[config.mk]
export PLATFORM = sky130hd
export DESIGN_NAME = wl_search_ctrl
export DESIGN_NICKNAME = d
export VERILOG_FILES = /design/src/rtl/wl_pkg.sv /design/src/rtl/wl_fine_scan.sv /design/src/rtl/wl_cycle_scan.sv /design/src/rtl/wl_result_bank.sv /design/src/rtl/wl_search_ctrl.sv
export SDC_FILE = /design/constraint.sdc
export NUM_CORES = 1
export LEC_CHECK = 0
export BUFFER_PORTS_ARGS = -buffer_cell sky130_fd_sc_hd__buf_2
export CAP_MARGIN = 30
export CORE_MARGIN = 1.5
export CORE_UTILIZATION = 53
export CTS_BUF_LIST = sky130_fd_sc_hd__clkbuf_8 sky130_fd_sc_hd__clkbuf_16
export DETAILED_ROUTE_END_ITERATION = 7
export GPL_TIMING_DRIVEN = 0
export HOLD_SLACK_MARGIN = 0.05
export PLACE_DENSITY = 0.78
export SLEW_MARGIN = 20
export SYNTH_ARGS = -nofsm -noshare
export SYNTH_HDL_FRONTEND = slang
export SYNTH_SLANG_ARGS = --single-unit
[constraint.sdc]
create_clock -name clk -period 2.4 [get_ports clk]
set_clock_uncertainty 0.1 [all_clocks]
set_input_delay 0.48 -clock clk [delete_from_list [all_inputs] [get_ports clk]]
set_output_delay 0.48 -clock clk [all_outputs]
set_load 0.02 [all_outputs]
[src/rtl/wl_pkg.sv]
package wl_pkg;

    typedef enum logic [2:0] {
        WL_IDLE      = 3'd0,
        WL_LANE_INIT = 3'd1,
        WL_LVL_ISSUE = 3'd2,
        WL_LVL_WAIT  = 3'd3,
        WL_CHK_ISSUE = 3'd4,
        WL_CHK_WAIT  = 3'd5,
        WL_LANE_NEXT = 3'd6,
        WL_DONE      = 3'd7
    } wl_state_e;

endpackage

[src/rtl/wl_fine_scan.sv]
module wl_fine_scan #(
    parameter int TAP_W = 6
) (
    input  logic             clk,
    input  logic             rst_n,
    input  logic             clear,
    input  logic             step,
    input  logic             sample,
    output logic [TAP_W-1:0] tap,
    output logic             edge_hit,
    output logic             at_max
);

    logic [TAP_W-1:0] tap_q;
    logic             prev_q;
    logic             seen_q;

    always_ff @(posedge clk or negedge rst_n) begin
        if (!rst_n) begin
            tap_q  <= '0;
            prev_q <= 1'b0;
            seen_q <= 1'b0;
        end else if (clear) begin
            tap_q  <= '0;
            prev_q <= 1'b0;
            seen_q <= 1'b0;
        end else if (step) begin
            tap_q  <= tap_q + 1'b1;
            prev_q <= sample;
            seen_q <= 1'b1;
        end
    end

    // A rising edge needs a recorded low sample on the tap just below.
    assign edge_hit = seen_q && !prev_q && sample;
    assign at_max   = (tap_q == {TAP_W{1'b1}});
    assign tap      = tap_q;

endmodule

[src/rtl/wl_cycle_scan.sv]
module wl_cycle_scan #(
    parameter int CYC_MAX = 5,
    parameter int CYC_W   = 3
) (
    input  logic             clk,
    input  logic             rst_n,
    input  logic             clear,
    input  logic             step,
    output logic [CYC_W-1:0] cyc,
    output logic             at_max
);

    logic [CYC_W-1:0] cyc_q;

    always_ff @(posedge clk or negedge rst_n) begin
        if (!rst_n) begin
            cyc_q <= '0;
        end else if (clear) begin
            cyc_q <= '0;
        end else if (step) begin
            cyc_q <= cyc_q + 1'b1;
        end
    end

    assign at_max = (cyc_q == CYC_W'(CYC_MAX));
    assign cyc    = cyc_q;

endmodule

[src/rtl/wl_result_bank.sv]
module wl_result_bank #(
    parameter int NUM_LANES = 2,
    parameter int TAP_W     = 6,
    parameter int CYC_W     = 3,
    parameter int LANE_W    = 1
) (
    input  logic                       clk,
    input  logic                       rst_n,
    input  logic                       clear_all,
    input  logic                       wr_en,
    input  logic [LANE_W-1:0]          wr_lane,
    input  logic [TAP_W-1:0]           wr_tap,
    input  logic [CYC_W-1:0]           wr_cyc,
    input  logic                       wr_fail,
    output logic [NUM_LANES*TAP_W-1:0] res_tap,
    output logic [NUM_LANES*CYC_W-1:0] res_cyc,
    output logic [NUM_LANES-1:0]       res_fail,
    output logic                       fail_any
);

    for (genvar g = 0; g < NUM_LANES; g++) begin : g_lane
        logic [TAP_W-1:0] tap_q;
        logic [CYC_W-1:0] cyc_q;
        logic             fail_q;
        logic             sel;

        assign sel = wr_en && (wr_lane == LANE_W'(g));

        always_ff @(posedge clk or negedge rst_n) begin
            if (!rst_n) begin
                tap_q  <= '0;
                cyc_q  <= '0;
                fail_q <= 1'b0;
            end else if (clear_all) begin
                tap_q  <= '0;
                cyc_q  <= '0;
                fail_q <= 1'b0;
            end else if (sel) begin
                tap_q  <= wr_tap;
                cyc_q  <= wr_cyc;
                fail_q <= wr_fail;
            end
        end

        assign res_tap[g*TAP_W +: TAP_W] = tap_q;
        assign res_cyc[g*CYC_W +: CYC_W] = cyc_q;
        assign res_fail[g]               = fail_q;
    end

    assign fail_any = |res_fail;

endmodule

[src/rtl/wl_search_ctrl.sv]
module wl_search_ctrl #(
    parameter int NUM_LANES = 2,
    parameter int TAP_W     = 6,
    parameter int CYC_MAX   = 5,
    parameter int CYC_W     = $clog2(CYC_MAX + 1),
    parameter int LANE_W    = (NUM_LANES > 1) ? $clog2(NUM_LANES) : 1
) (
    input  logic                       clk,
    input  logic                       rst_n,
    input  logic                       start,
    output logic                       done,
    output logic                       fail,
    output logic [LANE_W-1:0]          lane_sel,
    output logic [TAP_W-1:0]           tap_out,
    output logic                       lvl_pulse,
    input  logic                       lvl_valid,
    input  logic                       lvl_sample,
    output logic [CYC_W-1:0]           cyc_out,
    output logic                       chk_req,
    input  logic                       chk_valid,
    input  logic                       chk_match,
    output logic [NUM_LANES*TAP_W-1:0] res_tap,
    output logic [NUM_LANES*CYC_W-1:0] res_cyc,
    output logic [NUM_LANES-1:0]       res_fail
);

    import wl_pkg::*;

    localparam logic [LANE_W-1:0] LAST_LANE = LANE_W'(NUM_LANES - 1);

    wl_state_e st_q, st_d;

    logic [LANE_W-1:0] lane_q;
    logic              fail_q;
    logic              accept_start;
    logic              last_lane;

    logic              fine_clear, fine_step, edge_hit, tap_at_max;
    logic [TAP_W-1:0]  tap_q;
    logic              cyc_clear, cyc_step, cyc_at_max;
    logic [CYC_W-1:0]  cyc_q;

    logic              wr_en, wr_fail;
    logic [TAP_W-1:0]  wr_tap;
    logic [CYC_W-1:0]  wr_cyc;
    logic              fail_any;

    assign accept_start = (st_q == WL_IDLE) && start;
    assign last_lane    = (lane_q == LAST_LANE);

    // State register
    always_ff @(posedge clk or negedge rst_n) begin
        if (!rst_n) begin
            st_q <= WL_IDLE;
        end else begin
            st_q <= st_d;
        end
    end

    // Next-state logic
    always_comb begin
        st_d = st_q;
        unique case (st_q)
            WL_IDLE:      if (start) st_d = WL_LANE_INIT;
            WL_LANE_INIT: st_d = WL_LVL_ISSUE;
            WL_LVL_ISSUE: st_d = WL_LVL_WAIT;
            WL_LVL_WAIT: begin
                if (lvl_valid) begin
                    if (edge_hit)        st_d = WL_CHK_ISSUE;
                    else if (tap_at_max) st_d = WL_LANE_NEXT;
                    else                 st_d = WL_LVL_ISSUE;
                end
            end
            WL_CHK_ISSUE: st_d = WL_CHK_WAIT;
            WL_CHK_WAIT: begin
                if (chk_valid) begin
                    if (chk_match || cyc_at_max) st_d = WL_LANE_NEXT;
                    else                         st_d = WL_CHK_ISSUE;
                end
            end
            WL_LANE_NEXT: st_d = last_lane ? WL_DONE : WL_LANE_INIT;
            WL_DONE:      st_d = WL_IDLE;
            default:      st_d = WL_IDLE;
        endcase
    end

    // Output and control decode
    always_comb begin
        lvl_pulse  = 1'b0;
        chk_req    = 1'b0;
        done       = 1'b0;
        fine_clear = 1'b0;
        fine_step  = 1'b0;
        cyc_clear  = 1'b0;
        cyc_step   = 1'b0;
        wr_en      = 1'b0;
        wr_fail    = 1'b0;
        wr_tap     = tap_q;
        wr_cyc     = cyc_q;
        unique case (st_q)
            WL_IDLE: ;
            WL_LANE_INIT: begin
                fine_clear = 1'b1;
                cyc_clear  = 1'b1;
            end
            WL_LVL_ISSUE: lvl_pulse = 1'b1;
            WL_LVL_WAIT: begin
                if (lvl_valid && !edge_hit) begin
                    if (tap_at_max) begin
                        wr_en   = 1'b1;
                        wr_fail = 1'b1;
                        wr_tap  = '0;
                        wr_cyc  = '0;
                    end else begin
                        fine_step = 1'b1;
                    end
                end
            end
            WL_CHK_ISSUE: chk_req = 1'b1;
            WL_CHK_WAIT: begin
                if (chk_valid) begin
                    if (chk_match) begin
                        wr_en = 1'b1;
                    end else if (cyc_at_max) begin
                        wr_en   = 1'b1;
                        wr_fail = 1'b1;
                        wr_cyc  = '0;
                    end else begin
                        cyc_step = 1'b1;
                    end
                end
            end
            WL_LANE_NEXT: ;
            WL_DONE:      done = 1'b1;
            default: ;
        endcase
    end

    // Lane index and summary fail flag
    always_ff @(posedge clk or negedge rst_n) begin
        if (!rst_n) begin
            lane_q <= '0;
            fail_q <= 1'b0;
        end else if (accept_start) begin
            lane_q <= '0;
            fail_q <= 1'b0;
        end else if (st_q == WL_LANE_NEXT) begin
            if (last_lane) begin
                fail_q <= fail_any;
            end else begin
                lane_q <= lane_q + 1'b1;
            end
        end
    end

    wl_fine_scan #(
        .TAP_W (TAP_W)
    ) u_fine (
        .clk      (clk),
        .rst_n    (rst_n),
        .clear    (fine_clear),
        .step     (fine_step),
        .sample   (lvl_sample),
        .tap      (tap_q),
        .edge_hit (edge_hit),
        .at_max   (tap_at_max)
    );

    wl_cycle_scan #(
        .CYC_MAX (CYC_MAX),
        .CYC_W   (CYC_W)
    ) u_cycle (
        .clk    (clk),
        .rst_n  (rst_n),
        .clear  (cyc_clear),
        .step   (cyc_step),
        .cyc    (cyc_q),
        .at_max (cyc_at_max)
    );

    wl_result_bank #(
        .NUM_LANES (NUM_LANES),
        .TAP_W     (TAP_W),
        .CYC_W     (CYC_W),
        .LANE_W    (LANE_W)
    ) u_bank (
        .clk       (clk),
        .rst_n     (rst_n),
        .clear_all (accept_start),
        .wr_en     (wr_en),
        .wr_lane   (lane_q),
        .wr_tap    (wr_tap),
        .wr_cyc    (wr_cyc),
        .wr_fail   (wr_fail),
        .res_tap   (res_tap),
        .res_cyc   (res_cyc),
        .res_fail  (res_fail),
        .fail_any  (fail_any)
    );

    assign lane_sel = lane_q;
    assign tap_out  = tap_q;
    assign cyc_out  = cyc_q;
    assign fail     = fail_q;

endmodule

==> results of run 1 <==
-- through the flow --
step	util [%]	cell area [sq um]	instances
2_1_floorplan	-	1850	177
3_3_place_gp	63.3	2110	263
3_5_place_dp	63.3	2110	263
4_1_cts	66.5	2220	271
5_1_grt	66.5	2220	271
6_report	66.5	2220	271
-- routing by layer --
metal,up-vias,track usage (%),wire length (um)
li1,746,-,-
met1,753,30.9,1810
met2,45,37.5,1990
met3,9,4.71,178
met4,0,10.0,80
met5,-,0,0
-- cells in the mapped netlist, drive strengths merged, types with 2 or more instances --
cell and instances:
nand3 12, nand3b 4, a31oi 2, nor3b 2
nand4b 2, nand2 30, mux2i 11, buf 5
dfrtp 36, o31ai 2, ha 3, nor3 2
nor4 2, inv 4, a311oi 2, a21oi 4
nor2 7, o21ai 9, and4b 2, a22o 10
clkbuf 6, a21o 2, and3 3
-- sequential cells by signal, summed over array words and instances, names as in the netlist, 2 cells and up --
register / count
u_bank.g_lane.tap_q: 12
u_bank.g_lane.cyc_q: 6
st_q: 3
u_fine.tap: 6
u_bank.g_lane.fail_q: 2
u_cycle.cyc: 3
-- cell families after synthesis --
group | after synthesis
xor+xnor | 1
fa+ha+maj | 3
mux | 12
buf+inv | 15
compound gates | 36
simple gates | 74
flops | 36
-- layout make-up --
type,count,area share (%)
clock inverters,3,1.75
inverters,4,0.677
clock buffers,5,3.10
flip-flops and latches,36,40.6
repair buffers,40,9.02
plain buffers,11,2.93
well taps,46,2.59
multi-input cells,126,39.3
-- where the power goes --
group | leakage, nW | switching (mW) | internal [mW]
combinational | 0.613 | 0.419 | 0.255
clock | 0.0593 | 0.224 | 0.304
sequential | 0.481 | 0.121 | 0.704
total | 1.15 | 0.764 | 1.26
-- how the worst max path moves through the flow --
stage / startpoint / endpoint / cells past startpoint
2_1_floorplan: u_cycle.cyc[1]$_DFFE_PN0P_ / u_bank.g_lane[0].fail_q$_DFFE_PN0P_ / 6
3_3_place_gp: u_cycle.cyc[0]$_DFFE_PN0P_ / u_bank.g_lane[0].fail_q$_DFFE_PN0P_ / 5
3_5_place_dp: u_cycle.cyc[0]$_DFFE_PN0P_ / u_bank.g_lane[0].tap_q[1]$_DFFE_PN0P_ / 5
4_1_cts: u_cycle.cyc[1]$_DFFE_PN0P_ / u_bank.g_lane[0].tap_q[1]$_DFFE_PN0P_ / 6
5_1_grt: u_cycle.cyc[1]$_DFFE_PN0P_ / u_bank.g_lane[0].fail_q$_DFFE_PN0P_ / 6
6_report: u_cycle.cyc[1]$_DFFE_PN0P_ / u_bank.g_lane[0].tap_q[1]$_DFFE_PN0P_ / 6
==> results.txt, run 1 <==
The run finished with clean final reports. The number of hold-slack violations in the final timing report is 0. The leakage power summed over all cells is 1.15 nW. The final cycle utilization of the critical path came out at between 90% and 100%. STA classifies the critical path startpoint as a register. The total wire length after detailed routing is 4.06 mm. The critical path is of the reg2reg type. The standard-cell row count is 21.

The area growth from synthesis to layout came out at 19.7%. The area occupied by registers is 901 sq um. The initial DRC count came out at 75. The reg-to-reg critical path startpoint is u_cycle.cyc[1]$_DFFE_PN0P_. The adder-cell share of the synthesized area is approximately 2.0%.

The transition time at the pin with the least slew margin is 0.791 ns. Counting flops with a built-in enable in the synthesized netlist gives 0. After filler insertion, the fill cell instance count of the layout stands at 284. For this run, the leading register cell type out of synthesis is sky130_fd_sc_hd__dfrtp_1.

The largest incremental delay on the critical path came out at between 0.5 and 0.6 ns. The share of synthesized area spent on multiplexers came out at ~6.5%. The tightest hold path in the finished design has a slack of 0.158 ns. The path class of the lowest-slack min-delay path is in2async.

During synthesis, Yosys emitted a total of 0 warnings. Buffers placed on the I/O ports in this run total 40. The critical path goes through inv_1 -> ha_1 -> a21oi_1 -> nor2_1 -> o31ai_4 -> a22o_1. For this design, the slowest cell found on the critical path is sky130_fd_sc_hd__o31ai_4. In the synthesized netlist the async set-or-reset flop fraction comes to 100%. The y dimension of the die came out at 62.1 um.

The combinational family with the most area after synthesis is simple AND/OR/NAND/NOR gates. In the routed design, unresolved DRC markers number 0. The clock latency on the worst-skew pair came out at 0.30 ns.

TritonCTS built the clock tree. The total buffers and inverters traversed by the critical path came out at 1. The worst endpoint data arrival time came out at 2.33 ns. The per-cell via count in the routed design is 5.73. The worst slew slack as a fraction of its limit is 46.5%. The count of TritonRoute iterations in the first routing pass is 4. The cell sitting at the root of the clock tree is a sky130_fd_sc_hd__clkbuf_8. After synthesis the cells add up to about 1900 sq um. The net count of the finished layout is 234. Buffers inserted to repair hold after CTS numbered 0. The cell depth of the worst flop-to-flop path is 6. The number of instances resized during post-cts repair came out at 0.

The final weighted congestion of routability-driven global placement came out at 0.817. Of all cell types, the one taking the most synthesized area is sky130_fd_sc_hd__dfrtp_1. The final total negative setup slack is 0 ns.

The average instance in the mapped netlist occupies 10.5 sq um. Setup repair after global routing left no endpoint under its margin. The clock transition time at the flip-flop clock pins of the worst setup and hold paths came out at around 0.070 ns. The data required time of the critical path came out at 2.53 ns. The largest net degree at the start of global routing came out at 37. The number of distinct standard cells referenced by the synthesized netlist is 45. The repair_antennas step left the layout with diodes totalling 0. The share of layout cells above drive strength 1 is 27.6%.

The die area came out at about 3900 sq um. The total of max-cap violations came out at 0. The multi-input combinational cells in the finished layout cover a total of between 800 and 900 sq um. Across all layers, the routed design uses 1553 vias.

The count of clock tree sinks is 36. The XOR/XNOR share of the synthesized area came out at 0.473%. The estimated wirelength of the detail-placed design is 2.92 mm. STA classifies the critical path endpoint as a register. The post-layout worst setup margin came out at 0.202 ns. The portion of the post-synthesis area used by sequential elements came out at 48.6%. The via count of the first global-routing pass is 1466.

In this run the post-CTS setup repair buffer count came out at 0. Dividing total power by cell area gives a power density of 913 nW/um^2. Summing the areas of all and, or, nand and nor instances in the mapped netlist gives 22.6% of the synthesized area. Along the worst path, the maximum fanout reaches 10.

The top cell types in the final layout, fill and taps aside, are 41 x sky130_fd_sc_hd__buf_2, 36 x sky130_fd_sc_hd__dfrtp_1, 30 x sky130_fd_sc_hd__nand2_1. Leaving out fill and tap cells, the most frequent cell in the layout is sky130_fd_sc_hd__buf_2. The endpoint identified for the worst register-to-register timing path is u_bank.g_lane[0].tap_q[1]$_DFFE_PN0P_.

The remaining number of nets flagged by the antenna check after routing is 0. The total track usage came out at 23.3%. The routed length per placed instance came out at 15.0 um.

The horizontal die dimension is between 60 and 70 um. The compound-gate portion of the synthesized area is between 15 and 20%. The number of antenna violations at the first check in global routing is 0. Of the post-synthesis cell area, the dominant cell type holds 48.6%. Overall power consumption after layout is estimated at 2.03 mW. The residual overflow from global routing is 0. The max-slew violation total from the final report is 0.

The count of H-tree levels built during CTS is 2. The minimum setup slack among reg-to-reg paths is a little over 0.2 ns. On the critical path the largest part of the delay comes from compound AO/OA/AOI/OAI gates. The initial core utilization is 55.5%. No sink is reached through more buffers than the 2 on the longest clock path. The worst slack at placement came out at 0.223 ns. The minimum period implied by the final worst setup slack came out at about 2.2 ns. When the netlist entered floorplanning its net count stood at 187. The core region is 3340 sq um.

The number of I/O pins is 41. The total CTS buffers is 5. Setup violations remaining at the end of the flow were counted as 0.

The count of state elements after synthesis is 36. In the post-synthesis netlist, the biggest area contributors are sky130_fd_sc_hd__dfrtp_1 49%, sky130_fd_sc_hd__nand2_1 6.1%, sky130_fd_sc_hd__mux2i_1 5.9%. Timing would allow up to between 400 and 500 MHz.

The worst voltage drop across the vdd grid came out at 588 uV. The first-pass GRT wire length is 7.07 mm. The gate count of the mapped netlist came out at 177.
No activity file was read; power rests on OpenSTA's default activity.
==> run 2, diff against run 1 <==
==> constraint.sdc (replaced) <==
create_clock -name clk -period 2.4 [get_ports clk]
set_clock_uncertainty 0.1 [all_clocks]
set_input_delay 0.12 -clock clk [delete_from_list [all_inputs] [get_ports clk]]
set_output_delay 0.12 -clock clk [all_outputs]
set_load 0.02 [all_outputs]
==> results.txt, run 2 (synthesis results as in run 1) <==
The share of layout cells above drive strength 1 came out at 27.1% (-0.48 points). The total track usage is 23.6% (+0.24 points). The estimated wirelength of the detail-placed design is 2.92 mm (unchanged). TritonCTS built the clock tree. The register with the most flip-flops in the final layout is u_bank.g_lane.tap_q. The number of nets in the finished design came to 238 (+1.7%). The per-cell via count in the routed design came to 5.73 (about the same).

The final instance area came out at 2260 sq um (+1.8%). The routed length per placed instance was 15.0 um (+0.32%). met2 is the most crowded layer. The largest incremental delay on the critical path is 0.51 ns (about the same). The number of setup violations in the final report came out at 0 (unchanged).

The transition time at the pin with the least slew margin came out at 0.798 ns (+0.00672 ns). The number of antenna violations at the first check in global routing came to 0 (unchanged). The quantity of I/O buffers inserted on ports was 40 (unchanged). The total of max-cap violations came out at 0 (unchanged). STA classifies the critical path startpoint as a register.

The final total negative setup slack is 0 ns (unchanged). The worst slack at placement was 0.223 ns (unchanged). The number of instances resized during post-cts repair was 0 (unchanged). The count of H-tree levels built during CTS is 2 (unchanged). The area growth from synthesis to layout is 21.9%. The total number of vias is 1576 (+1.5%). The initial DRC count is 61 (-19%). The residual overflow from global routing came out at 0 (unchanged). The total of hold buffers inserted after clock tree synthesis came to 4 (+4). The peak fanout along the critical path came out at 10 (unchanged).

The area occupied by registers came out at 901 sq um (unchanged). The worst slack on hold paths is 0.0543 ns (-0.104 ns). The horizontal die dimension came to 62.1 um (unchanged).

The floorplan core area is 3340 sq um (unchanged). The clock latency on the worst-skew pair came out at 0.30 ns (about the same). The global routing usage on met3 came out at 4.71% (unchanged). The critical path starts at u_cycle.cyc[1]$_DFFE_PN0P_. The number of I/O pins came out at 41 (unchanged). In the layout the commonest cells are 41 x sky130_fd_sc_hd__buf_2, 36 x sky130_fd_sc_hd__dfrtp_1, 30 x sky130_fd_sc_hd__nand2_1. The worst slew slack as a fraction of its limit is 46.0% (-0.45 points).

The total placed instance area came out at 2110 sq um (unchanged). The flow ran to the end, and the final reports show no timing, DRC or antenna violations. The reg-to-reg critical path startpoint is u_cycle.cyc[1]$_DFFE_PN0P_. The minimum period implied by the final worst setup slack is 2.19 ns (-0.00739 ns). The power per cell area is 902 nW/um^2 (-1.2%). The most frequent standard cell in the layout excluding fill and tap cells is sky130_fd_sc_hd__buf_2. The maximum clock insertion buffer count is 2 (unchanged). The met2 track demand over resource came out at 38.0% (+0.54 points). The leakage power summed over all cells came out at 1.17 nW (+1.4%). The first-pass GRT wire length is 7.16 mm (+1.3%).

The final weighted congestion of routability-driven global placement came to 0.817 (unchanged). The largest net degree at the start of global routing is 37 (unchanged). The number of hold-slack violations in the final timing report came out at 0 (unchanged). The number of flip-flops in the largest register was 12 (unchanged). The count of clock tree sinks is 36 (unchanged). The count of inserted antenna diode cells came out at 0 (unchanged). The total wire length after detailed routing came out at 4.13 mm (+1.8%). The worst hold path begins at start. The critical path goes through inv_1 -> ha_1 -> a21oi_1 -> nor2_1 -> o31ai_4 -> a22o_1. The minimum setup slack among reg-to-reg paths came to 0.21 ns (about the same). The worst voltage drop across the vdd grid came to 596 uV (+1.5%).

The post-layout worst setup margin is 0.209 ns (+0.00739 ns). The remaining number of nets flagged by the antenna check after routing came to 0 (unchanged). By startpoint and endpoint, the worst setup path is classified as reg2reg. The data required time of the critical path is 2.53 ns (about the same).

The area taken by multi-input logic gates is 872 sq um (unchanged). The final core area utilization came to 67.7% (+1.2 points). The number of fill cells in the layout came to 280 (-1.4%). The count of TritonRoute iterations in the first routing pass is 4 (unchanged). The clock transition time at the flip-flop clock pins of the worst setup and hold paths came out at 0.07 ns (about the same).

Setup repair after global routing left no endpoint under its margin. The total buffers and inverters traversed by the critical path was 1 (unchanged). The initial core utilization is 55.5% (unchanged).

On the critical path, the stage with the largest delay is an instance of sky130_fd_sc_hd__o31ai_4. The via count of the first global-routing pass came out at 1488 (+1.5%). In this run the worst hold path is classified as in2reg. The total CTS buffers was 5 (unchanged). The number of buffers inserted by post-CTS setup repair is 0 (unchanged).

The number of remaining DRC errors came out at 0 (unchanged). The kind of end point of the critical path is a register. The maximum achievable frequency was 456 MHz (+0.34%).

The final cycle utilization of the critical path is 91.3% (-0.31 points). The met1 demand-to-capacity share in global routing was 31.2% (+0.24 points). The max-slew violation total from the final report is 0 (unchanged). The standard-cell row count came out at 21 (unchanged). The die area came out at 3860 sq um (unchanged). The cell sitting at the root of the clock tree is a sky130_fd_sc_hd__clkbuf_8. The y dimension of the die came out at 62.1 um (unchanged). The worst endpoint data arrival time is 2.32 ns (about the same). The cell family contributing the most delay on the critical path is compound AO/OA/AOI/OAI gates.
## run 2: worst min-delay path: stages
cell and delay [ns]:
sky130_fd_sc_hd__buf_2 0.10, sky130_fd_sc_hd__nor2_1 0.04, sky130_fd_sc_hd__o221ai_1 0.15
## run 2: path summary, 6_finish.rpt
path / depth (start not counted) / to
min in group asynchronous: 2 / fail$_DFFE_PN0P_
worst min-delay path: 3 / st_q[0]$_DFFE_PN0P_
worst min register to register: 1 / u_bank.g_lane[0].cyc_q[1]$_DFFE_PN0P_
worst max-delay path: 6 / u_bank.g_lane[0].tap_q[1]$_DFFE_PN0P_
worst max register to register: 6 / u_bank.g_lane[0].tap_q[1]$_DFFE_PN0P_
max in group asynchronous: 2 / u_fine.tap[0]$_DFFE_PN0P_
## run 2: layout make-up
cell class	instances	area share, %
Clock buffer	5	3.05
Buffer	11	2.88
Multi-Input combinational cell	126	38.6
Sequential cell	36	39.9
Timing Repair Buffer	44	10.6
Inverter	4	0.665
Tap cell	46	2.55
Clock inverter	3	1.72
## run 2: per-stage QoR
step	power [mW]	cells
after floorplan	1.31	177
after global placement	1.48	263
after detailed placement	1.51	263
after CTS	2.03	275
after global routing	2.15	275
final	2.04	275
## run 2: routing by layer
| metal | up-vias | routed length [um] |
|---|---|---|
| met5 | - | 0 |
| met4 | 0 | 80 |
| met3 | 9 | 162 |
| met2 | 44 | 2040 |
| met1 | 769 | 1850 |
| li1 | 754 | - |
## run 2: where the power goes
group / leakage (nW) / total [mW] / switching [mW] / internal [mW]
clock: 0.0593 / 0.530 / 0.226 / 0.304
combinational: 0.630 / 0.683 / 0.423 / 0.259
sequential: 0.481 / 0.825 / 0.121 / 0.704
==> run 3, diff against run 2 <==
Settings changed: ABC_AREA from default to 1, CORE_UTILIZATION 53 to 54, PLACE_DENSITY 0.78 to 0.79, REMOVE_ABC_BUFFERS from default to 1.
==> results.txt, run 3 <==
The run finished with clean final reports. The portion of the post-synthesis area used by sequential elements is 47.6% (-1.1 points). The number of I/O pins came out at 41 (unchanged). The clock transition time at the flip-flop clock pins of the worst setup and hold paths is 0.07 ns (about the same).

The max-slew violation total from the final report came out at 0 (unchanged). The total wire length after detailed routing came to 3.83 mm (-7.3%). The path class of the tightest hold or removal check is in2reg. The average footprint of a synthesized cell came out at 8.24 sq um (-21%). The library cell contributing the largest single delay on the critical path is sky130_fd_sc_hd__nand4_2. The number of flops mapped to enable cells by yosys was 0 (unchanged). By instance count, the cell type seen most on the critical path is sky130_fd_sc_hd__nand2_1. The largest net degree at the start of global routing came out at 37 (unchanged). The area growth from synthesis to layout came out at 17.4%.

The routed metal-1 wirelength is 1.80 mm (-2.5%). The total CTS buffers is 5 (unchanged). Leaving out fill and tap cells, the most frequent cells in the layout are 75 x sky130_fd_sc_hd__nand2_1, 40 x sky130_fd_sc_hd__buf_2, 36 x sky130_fd_sc_hd__dfrtp_1. The estimated wirelength of the detail-placed design was 2.74 mm (-6.3%). The via count of the first global-routing pass was 1548 (+4.0%). The maximum clock insertion buffer count came to 2 (unchanged).

The first-pass GRT wire length came out at 6.91 mm (-3.4%). Ranked by flip-flop count, first place goes to u_bank.g_lane.tap_q. The area occupied by registers is 901 sq um (unchanged).

The number of antenna violations at the first check in global routing is 0 (unchanged). The count of TritonRoute iterations in the first routing pass came out at 4 (unchanged). The clock root buffer master is sky130_fd_sc_hd__clkbuf_8. The power per cell area is 908 nW/um^2 (+0.63%).

The y dimension of the die is 62.2 um (+0.16%). The total number of yosys warnings is 0 (unchanged). The count of H-tree levels built during CTS is 2 (unchanged). The final cycle utilization of the critical path came out at 88.8% (-2.5 points). The most frequent standard cell in the layout excluding fill and tap cells is sky130_fd_sc_hd__nand2_1. The transition time at the pin with the least slew margin is 0.769 ns (-0.0297 ns).

The post-synthesis instance area is 1890 sq um (+2.2%). The count of inserted antenna diode cells came out at 0 (unchanged). The area taken by multi-input logic gates is 870 sq um (-0.29%). The initial DRC count is 125 (+100%). The number of fill cells in the layout came out at 314 (+12%). The async set-reset flop share out of synthesis was 100% (unchanged). The worst endpoint data arrival time came out at 2.21 ns (-0.11 ns). The worst setup path is of the reg2reg kind. The largest incremental delay on the critical path came out at 0.50 ns (about the same).

The number of remaining DRC errors came out at 0 (unchanged). Setup repair after global routing left no endpoint under its margin. The minimum period implied by the final worst setup slack came out at 2.13 ns (-0.0591 ns). The worst voltage drop across the vdd grid is 655 uV (+9.8%). The number of nets in the finished design came out at 284 (+19%). The clock latency on the worst-skew pair came out at 0.28 ns (-0.02 ns). The worst setup path is captured at a register. The total of max-cap violations is 0 (unchanged). The quantity of I/O buffers inserted on ports came out at 40 (unchanged). The TritonCTS clock tree is yes. The share of layout cells above drive strength 1 came out at 27.6% (+0.56 points). sky130_fd_sc_hd__nand2_1 is the most common cell in the netlist.

The floorplan core area is 3360 sq um (+0.79%). The final total negative setup slack is 0 ns (unchanged). The initial core utilization is 56.3% (+0.79 points). The residual overflow from global routing is 0 (unchanged).

The met2 wire length came to 1.80 mm (-12%). The number of flip-flops in the largest register came out at 12 (unchanged). Among all flip-flop cells after synthesis, the most frequent one is sky130_fd_sc_hd__dfrtp_1.

The horizontal die dimension came out at 62.2 um (+0.16%). The worst slew slack as a fraction of its limit was 48.8% (+2.7 points). The critical path goes through inv_2 -> nand4_2 -> nand3_2 -> nand2_2 -> nand2_1 -> nand2_1. The leakage power summed over all cells came out at 1.26 nW (+7.6%). The number of setup violations in the final report came out at 0 (unchanged). The highest metal layer with signal wires is met4. The die area came out at 3870 sq um (+0.32%).

The maximum achievable frequency came to 469 MHz (+2.8%). The top-area cell type share of the netlist area came to 47.6% (-1.1 points). The data required time of the critical path came out at 2.48 ns (-0.05 ns). The met3 routed wirelength came to 161 um (-0.62%). The commonest cells after synthesis are 76 x sky130_fd_sc_hd__nand2_1, 36 x sky130_fd_sc_hd__dfrtp_1, 31 x sky130_fd_sc_hd__nand3_1, 18 x sky130_fd_sc_hd__nor2_1, 11 x sky130_fd_sc_hd__inv_1.

The routed length per placed instance is 11.9 um (-21%). Tracing the worst setup path back leads to its startpoint at st_q[2]$_DFFE_PN0P_. The total track usage came out at 22.0% (-1.5 points). The remaining number of nets flagged by the antenna check after routing came out at 0 (unchanged). The startpoint identified for the worst register-to-register timing path is st_q[2]$_DFFE_PN0P_. The count of clock tree sinks came to 36 (unchanged). The count of state elements after synthesis came to 36 (unchanged). The total buffers and inverters traversed by the critical path came out at 1 (unchanged). The number of distinct standard cells referenced by the synthesized netlist is 27 (-40%). The launching element type of the critical path is a register. Broken down by cell family, the worst path's largest delay share belongs to simple AND/OR/NAND/NOR gates. The final weighted congestion of routability-driven global placement is 0.878 (+7.5%). The critical hold path startpoint is chk_valid.

The per-cell via count in the routed design is 5.12 (-11%). The post-synthesis cell type with the largest combined area is sky130_fd_sc_hd__dfrtp_1. The peak fanout along the critical path is 22 (+12). The gate count of the mapped netlist came out at 230 (+30%). The total number of vias came out at 1643 (+4.3%). The total power came out at 2.02 mW (-0.87%). By area the synthesized netlist is led by sky130_fd_sc_hd__dfrtp_1 48%, sky130_fd_sc_hd__nand2_1 15%, sky130_fd_sc_hd__nand3_1 8.2%. The standard-cell row count was 21 (unchanged).

The number of hold-slack violations in the final timing report is 0 (unchanged).
## run 3: worst paths after layout
kind | slack, ns | depth (start not counted) | to
max | 0.27 | 6 | u_bank.g_lane[0].cyc_q[0]$_DFFE_PN0P_
min | 0.10 | 4 | st_q[2]$_DFFE_PN0P_
max reg2reg | 0.27 | 6 | u_bank.g_lane[0].cyc_q[0]$_DFFE_PN0P_
min reg2reg | 0.37 | 2 | u_bank.g_lane[0].tap_q[2]$_DFFE_PN0P_
max in group asynchronous | 1.37 | 2 | st_q[1]$_DFFE_PN0P_
min in group asynchronous | 0.34 | 2 | u_bank.g_lane[0].tap_q[2]$_DFFE_PN0P_
## run 3: worst reg2reg max path: stages (launching register included)
cell and delay, ns:
sky130_fd_sc_hd__dfrtp_1 0.46, sky130_fd_sc_hd__inv_2 0.13, sky130_fd_sc_hd__nand4_2 0.50, sky130_fd_sc_hd__nand3_2 0.46
sky130_fd_sc_hd__nand2_2 0.22, sky130_fd_sc_hd__nand2_1 0.12, sky130_fd_sc_hd__nand2_1 0.05
## run 3: logic make-up (layout without fill, tap and decap cells)
group	Yosys count	count (layout)	share of synthesized area (%)
adder cells (fa/ha/maj)	3	3	1.98
flip-flops	36	36	47.6
buffers and inverters	25	70	6.67
XOR/XNOR	3	3	1.39
AO/OA/AOI/OAI	16	16	5.15
AND/OR/NAND/NOR	147	147	37.3
## run 3: metal layers
metal	vias to the layer above	track usage, %
li1	834	-
met1	750	31.4
met2	49	32.6
met3	10	5.43
met4	0	8.61
met5	-	0
## run 3: timing repair
item | in CTS | in global routing
buffers inserted | 0 | 0
hold buffers | 4 | 0
hold endpoints to repair | 39 | 0
endpoints found under the setup margin | 0 | 10
resized for setup | 0 | 1
## run 3: where the power goes
part / total, mW / leakage [nW] / internal, mW / switching [mW]
Clock: 0.418 / 0.0479 / 0.202 / 0.216
Sequential: 0.833 / 0.493 / 0.716 / 0.117
Combinational: 0.768 / 0.719 / 0.226 / 0.542
## run 3: cell type report
class / count / area share, %
Sequential cell: 36 / 40.5
Multi-Input combinational cell: 169 / 39.1
Clock buffer: 5 / 3.09
Timing Repair Buffer: 44 / 10.8
Inverter: 18 / 3.09
Tap cell: 46 / 2.59
Clock inverter: 3 / 0.844
## run 3: through the flow
step	worst slack (ns)	area [sq um]	hold slack [ns]	std cells	utilization (%)
2_1_floorplan	0.602	1840	-0.276	223	-
6_report	0.268	2220	0.105	321	66.1
3_3_place_gp	0.157	2090	0.147	309	62.3
3_5_place_dp	0.121	2090	0.144	309	62.3
4_1_cts	0.134	2220	0.0866	321	66.1
5_1_grt	0.0736	2220	0.138	321	66.1
